<file path="src/rtl/mclk_pkg.sv">
package mclk_pkg;

  // Effective half period: zero would stall the divider, so it maps to one.
  function automatic int unsigned eff_half(input int unsigned h);
    return (h == 0) ? 1 : h;
  endfunction

  // Effective capture delay: at least one edge past the rise, and no later
  // than the last edge before the following rise.
  function automatic int unsigned eff_dly(input int unsigned d, input int unsigned h);
    int unsigned top;
    top = 2 * h - 1;
    if (d == 0) return 1;
    if (d > top) return top;
    return d;
  endfunction

endpackage

</file>
<file path="src/rtl/mclk_div.sv">
module mclk_div #(
  parameter int CNT_W = 8
) (
  input  logic             clk,
  input  logic             rst,
  input  logic [CNT_W-1:0] half_div_i,
  output logic             mod_clk_o,
  output logic             rise_evt_o,
  output logic [CNT_W-1:0] half_nxt_o
);
  import mclk_pkg::*;

  logic [CNT_W-1:0] cnt_q;
  logic [CNT_W-1:0] half_q;
  logic             clk_q;
  logic             phase_end;

  assign half_nxt_o = CNT_W'(eff_half(32'(half_div_i)));
  assign phase_end  = (cnt_q == half_q - 1'b1);
  assign rise_evt_o = !clk_q && phase_end;
  assign mod_clk_o  = clk_q;

  always_ff @(posedge clk) begin
    if (rst) begin
      clk_q  <= 1'b0;
      cnt_q  <= '0;
      half_q <= half_nxt_o;
    end else if (phase_end) begin
      cnt_q <= '0;
      clk_q <= ~clk_q;
      if (!clk_q) half_q <= half_nxt_o;
    end else begin
      cnt_q <= cnt_q + 1'b1;
    end
  end

  // the half period only moves on the edge that starts a new period
  p_half_hold_r3: assert property (@(posedge clk) disable iff (rst)
    !rise_evt_o |=> $stable(half_q));

  // the phase counter never passes the latched half period
  p_cnt_bound_r2: assert property (@(posedge clk) disable iff (rst)
    cnt_q < half_q);

  // a rise is always followed by a high cycle
  p_rise_high_r2: assert property (@(posedge clk) disable iff (rst)
    rise_evt_o |=> mod_clk_o);

endmodule

</file>
<file path="src/rtl/mclk_cap.sv">
module mclk_cap #(
  parameter int CNT_W = 8
) (
  input  logic             clk,
  input  logic             rst,
  input  logic             rise_evt_i,
  input  logic [CNT_W-1:0] half_nxt_i,
  input  logic [CNT_W:0]   sample_dly_i,
  input  logic             mod_dat_i,
  output logic             bit_o,
  output logic             bit_vld_o,
  output logic             sample_evt_o
);
  import mclk_pkg::*;

  localparam int SW = CNT_W + 1;

  logic [SW-1:0] since_q;
  logic [SW-1:0] dly_q;
  logic [SW-1:0] dly_nxt;
  logic          armed_q;
  logic          bit_q;
  logic          vld_q;

  assign dly_nxt      = SW'(eff_dly(32'(sample_dly_i), 32'(half_nxt_i)));
  assign sample_evt_o = armed_q && (since_q == dly_q);
  assign bit_o        = bit_q;
  assign bit_vld_o    = vld_q;

  always_ff @(posedge clk) begin
    if (rst) begin
      since_q <= '0;
      dly_q   <= SW'(1);
      armed_q <= 1'b0;
      bit_q   <= 1'b0;
      vld_q   <= 1'b0;
    end else begin
      vld_q <= sample_evt_o;
      if (sample_evt_o) bit_q <= mod_dat_i;
      if (rise_evt_i) begin
        since_q <= SW'(1);
        dly_q   <= dly_nxt;
        armed_q <= 1'b1;
      end else if (since_q != '1) begin
        since_q <= since_q + 1'b1;
      end
    end
  end

  // nothing is strobed before the first generated rising edge
  p_no_early_vld_r1: assert property (@(posedge clk) disable iff (rst)
    !armed_q |-> !vld_q);

  // the strobe lasts a single system clock
  p_vld_pulse_r5: assert property (@(posedge clk) disable iff (rst)
    vld_q |=> !vld_q);

  // capture never coincides with the rising edge itself
  p_no_edge_sample_r4: assert property (@(posedge clk) disable iff (rst)
    rise_evt_i |-> !sample_evt_o);

  // the captured bit only moves when a strobe follows
  p_bit_hold_r5: assert property (@(posedge clk) disable iff (rst)
    !sample_evt_o |=> $stable(bit_q));

endmodule

</file>
<file path="src/rtl/mclk_sampler_top.sv">
module mclk_sampler_top #(
  parameter int CNT_W = 8
) (
  input  logic             clk,
  input  logic             rst,
  input  logic [CNT_W-1:0] half_div_i,
  input  logic [CNT_W:0]   sample_dly_i,
  input  logic             mod_dat_i,
  output logic             mod_clk_o,
  output logic             bit_o,
  output logic             bit_vld_o
);

  logic             rise_evt;
  logic [CNT_W-1:0] half_nxt;
  logic             sample_evt;

  mclk_div #(.CNT_W(CNT_W)) u_div (
    .clk        (clk),
    .rst        (rst),
    .half_div_i (half_div_i),
    .mod_clk_o  (mod_clk_o),
    .rise_evt_o (rise_evt),
    .half_nxt_o (half_nxt)
  );

  mclk_cap #(.CNT_W(CNT_W)) u_cap (
    .clk          (clk),
    .rst          (rst),
    .rise_evt_i   (rise_evt),
    .half_nxt_i   (half_nxt),
    .sample_dly_i (sample_dly_i),
    .mod_dat_i    (mod_dat_i),
    .bit_o        (bit_o),
    .bit_vld_o    (bit_vld_o),
    .sample_evt_o (sample_evt)
  );

  // a capture is strobed on the very next system clock
  p_strobe_follows_r4: assert property (@(posedge clk) disable iff (rst)
    sample_evt |=> bit_vld_o);

endmodule

</file>
<file path="config.mk">
export PLATFORM = sky130hd
export DESIGN_NAME = mclk_sampler_top
export DESIGN_NICKNAME = d
export VERILOG_FILES = /design/src/rtl/mclk_pkg.sv /design/src/rtl/mclk_div.sv /design/src/rtl/mclk_cap.sv /design/src/rtl/mclk_sampler_top.sv
export SDC_FILE = /design/constraint.sdc
export NUM_CORES = 1
export LEC_CHECK = 0
export ABC_CLOCK_PERIOD_IN_PS = 8600
export CAP_MARGIN = 5
export CORE_MARGIN = 4
export CORE_UTILIZATION = 45
export CTS_CLUSTER_SIZE = 28
export DETAILED_ROUTE_END_ITERATION = 12
export PLACE_DENSITY_LB_ADDON = 0.3
export SLEW_MARGIN = 25
export SYNTH_ARGS = -nofsm -noshare
export SYNTH_HDL_FRONTEND = slang
export SYNTH_SLANG_ARGS = --single-unit
</file>
<file path="constraint.sdc">
create_clock -name clk -period 8.6 [get_ports clk]
set_clock_uncertainty 0.05 [all_clocks]
set_input_delay 0.86 -clock clk [delete_from_list [all_inputs] [get_ports clk]]
set_output_delay 0.86 -clock clk [all_outputs]
set_load 0.03 [all_outputs]
</file>
==> metrics.sh <==
FINALSETUPVIOLCOUNT=0
TYPE_OF_THE_WORST_SETUP_PATH='in2reg'
YOSYSTOPAREACELLSHARE=0.2649
TRITONCTS='yes'
CRITICAL_PATH.MAX_STAGE_DELAY_NS=0.59
VIAS=1654
DIODES=0
WORSTSKEWPAIRLATENCY_NS=0.29
HTREE_NUM_LEVELS=2
LIBRARY_CELL_CONTRIBUTING_THE_LARGEST_SINGLE_DELAY_ON_THE_CRITICAL_PATH='nor4_1'
SYNTH_SEQUENTIAL_AREA_RATIO=0.3709
CTS_MAX_PATH_BUFFERS=2
NUMBER_OF_PORT_BUFFERS=22
HOLD_PATH_DEPTH=2
POST_CTS_RESIZED=0
FINISH.NET_COUNT=287
DRT_ITER0_DRC=50
CTS_BUFFERS=5
YS.WARNINGS.COUNT=0
CRIT_PATH_CAPTURE_TYPE='flip-flop'
VIA_COUNT_OF_THE_FIRST_GLOBAL_ROUTING_PASS=1681
CLKSINKCOUNT=38
CLOCKROOTBUFFER='clkbuf_8'
DRIVE_GT1_FRAC=0.1098
TIMING.MAX_CAP.VIOLATIONS=0
TIMING.FINAL.MAX_SLEW_VIOLATIONS=0
TIMING.CRITICAL_PATH.FROM_TYPE='input pin'
DETAIL_ROUTE.VIAS_PER_CELL=5.137
ROUTED_WIRE_LENGTH_PER_INSTANCE_UM=13.86
FINAL_CORE_UTILIZATION=0.5478
GP_CONGESTION=0.8358
FIRST_PASS_GRT_WIRE_LENGTH_UM=7803
DESIGN.PORTCOUNT=23
POWERDENSITY_nW_PER_UM2=154.2
CRITICAL_PATH.CELL_CHAIN='clkdlybuf4s50_1 > nor4_1 > a21oi_1 > ha_1 > nor3b_1 > nand2_1 > xor2_1 > ha_1 > and3_1 > a221oi_1 > o21ai_0 > o211ai_1 > mux2_2 > o2bb2ai_2'
WORSTPATHREQUIRED_NS=8.77
POST-ROUTE-PERIOD-UTIL=0.5380
START_UTIL=0.4706
YS_TYPES=45
DETAIL_ROUTE.WIRELENGTH_UM=4463
GLOBAL_ROUTE_LAYER_WITH_THE_GREATEST_USAGE='met2'
GRT_ANTENNA_BEFORE_REPAIR=0
FIN_SETUP_TNS_NS=0
HOLDBUFCOUNTCTS=0
GR-USAGE-MET1=0.2027
SYNTH_CELLS=237
CRIT_PATH_TOP_CELL_BY_COUNT='ha_1'
WORST_SETUP_HOLD_PATH_CLK_SLEW_NS=0.07
TIMING.HOLD.WS_NS=0.4314
SYNTHDOMINANTAREACELLTYPE='dfxtp_1'
MET2_USAGE=0.2626
DIEWIDTH_UM=78.98
MAX_FREQ_MHz=216.2
PLACE.DETAILED.HPWL_UM=3451
SYN2LAYOUT_AREA_GROWTH_PCT=16.39
WORST_EP_ARRIVAL_TIME_NS=4.80
FLOORPLAN.DIE_AREA_SQ_UM=6238
CTS_SETUP_BUFFERS=0
MAPPEDNETLISTNETS=270
TIMING_WORST_SLEW_PIN_VALUE_NS=0.8815
FIRSTDRTPASSITERS=4
FIN_CRIT_NS=4.626
SYNTHESIS.AREA_SQ_UM=2267
PATH_MAX_FANOUT=9
HOLD_VIOL_FINAL=0
OUTCOME='completed'
DIE_H_UM=78.98
TOTAL_GLOBAL_ROUTE_TRACK_USAGE=0.1601
RSZ0062_AT_GRT='false'
SYNTH_AREA_PER_CELL_SQ_UM=9.566
R2R_CELLS=8
DRCVIOLATIONCOUNT=0
ANTENNA_VIOLATING_NETS_POST_ROUTE=0
GRT_USE_MET3=0.03515
LEAKAGE_nW=1.008
HOLD_PATH.CLASS='reg2reg'
TIMING.MAX_SLEW.REL_SLACK=0.4097
CORE_REGION_AREA_SQ_UM=4817
GRT_OVERFLOW_TOTAL=0
SITE_ROWS=25
SYNTH.AREA.TOP_CELLS='dfxtp_1 (26%), edfxtp_1 (11%), xnor2_1 (7.7%), ha_1 (7.2%), xor2_1 (5.8%)'
YS_FF_LATCH=38
GRT_MAX_DEGREE=17
PEAKVDDDROP_mV=0.07526
-- routing by layer --
metal / share of wire / wire (um) / up-vias
li1: - / - / 868
met1: 0.48 / 2156 / 764
met2: 0.48 / 2132 / 16
met3: 0.022 / 96 / 6
met4: 0.017 / 77 / 0
met5: 0 / 0 / -
-- layout by cell type, fill, tap and decap left out, drive strengths merged, types with 3 or more instances in the layout --
cell,Yosys,routed
clkdlybuf4s50,0,22
and3,4,4
mux2i,8,8
edfxtp,8,8
nand4,7,7
xnor2,20,20
dfxtp,30,30
clkbuf,10,7
ha,13,13
nor3,3,3
nor4,4,4
xor2,15,15
o2bb2ai,8,8
nand2,8,8
a21o,3,3
mux2,6,6
a21oi,7,7
or3,3,3
o21ai,3,3
nor2,29,29
inv,15,15
nor3b,3,3
nand3,9,9
-- report_power, final --
group,internal (mW),switching (mW),total (mW)
Clock,0.0946,0.0617,0.156
Sequential,0.187,0.00665,0.194
Combinational,0.0285,0.0283,0.0568
Total,0.310,0.0967,0.407
-- final timing paths --
kind | from | to | slack, ns
setup / recovery | half_div_i[4] | u_cap.dly_q[3]$_SDFFE_PP0P_ | 3.97
hold / removal | u_cap.armed_q$_SDFFE_PP0P_ | u_cap.bit_vld_o$_SDFF_PP0_ | 0.43
setup reg to reg | u_div.half_q[0]$_DFFE_PP_ | u_div.half_q[2]$_DFFE_PP_ | 5.85
hold reg to reg | u_cap.armed_q$_SDFFE_PP0P_ | u_cap.bit_vld_o$_SDFF_PP0_ | 0.43
-- final cells by class --
type	instances	area [sq um]
clock buffers	7	86.33
clock inverters	1	30.03
fillers	466	2178
inverters	15	56.30
multi-input cells	172	1321
flip-flops and latches	38	840.8
well taps	67	83.83
repair buffers	22	220.2
-- registers in the layout, summed over array words and instances (netlist names) --
register and count:
u_cap.dly_q 9, u_cap.since_q 9, u_div.cnt_q 8, u_div.half_q 8, u_cap.armed_q 1, u_cap.bit_o 1
u_cap.bit_vld_o 1, u_div.mod_clk_o 1
-- Yosys cell counts, drive strengths merged --
master and instances:
o221ai 1, edfxtp 8, or3 3, inv 15, or2 2, o21bai 1, nor4 4, o211ai 2
and3b 1, nor2 29, a31o 1, ha 13, a31oi 1, nand2 8, or4b 1, dfxtp 30
clkbuf 10, nand4 7, buf 2, o2bb2ai 8, o21ai 3, nor2b 2, nand3 9, mux2 6
a21oi 7, xnor2 20, xor2 15, and3 4, a2111oi 1, o41ai 1, nor3 3, a211o 1
mux2i 8, a221oi 1, a21o 3, a41oi 1, nor3b 3, and2 1, nand4b 1
-- through the flow --
stage               std cells  setup WS, ns  instance area (sq um)  power, mW
floorplan                 237         4.766                   2267     0.2347
global placement          314         3.852                   2522     0.2540
detailed placement        314         3.719                   2522     0.2547
CTS                       322         4.002                   2639     0.4125
global route              322         3.591                   2639     0.4267
finish                    322         3.974                   2639     0.4069
-- cell families (layout without fill, tap and decap cells) --
family                   Yosys count  in the layout  synth area share
flip-flops                        38             38            0.3709
multiplexers                      14             14           0.06512
AND/OR/NAND/NOR                   78             78            0.1783
AO/OA/AOI/OAI                     32             32            0.1325
adder cells (fa/ha/maj)           13             13           0.07175
XOR/XNOR                          35             35            0.1352
buffers and inverters             27             45           0.04636
-- critical path, delay by kind of cell --
| family | cells | cell delay [ns] |
|---|---|---|
| mux | 1 | 0.42 |
| simple gates | 4 | 1.04 |
| xor+xnor | 1 | 0.28 |
| compound gates | 5 | 1.11 |
| buf+inv | 1 | 0.51 |
| fa+ha+maj | 2 | 0.57 |
Note: power is estimated with default switching activity, not from simulation.
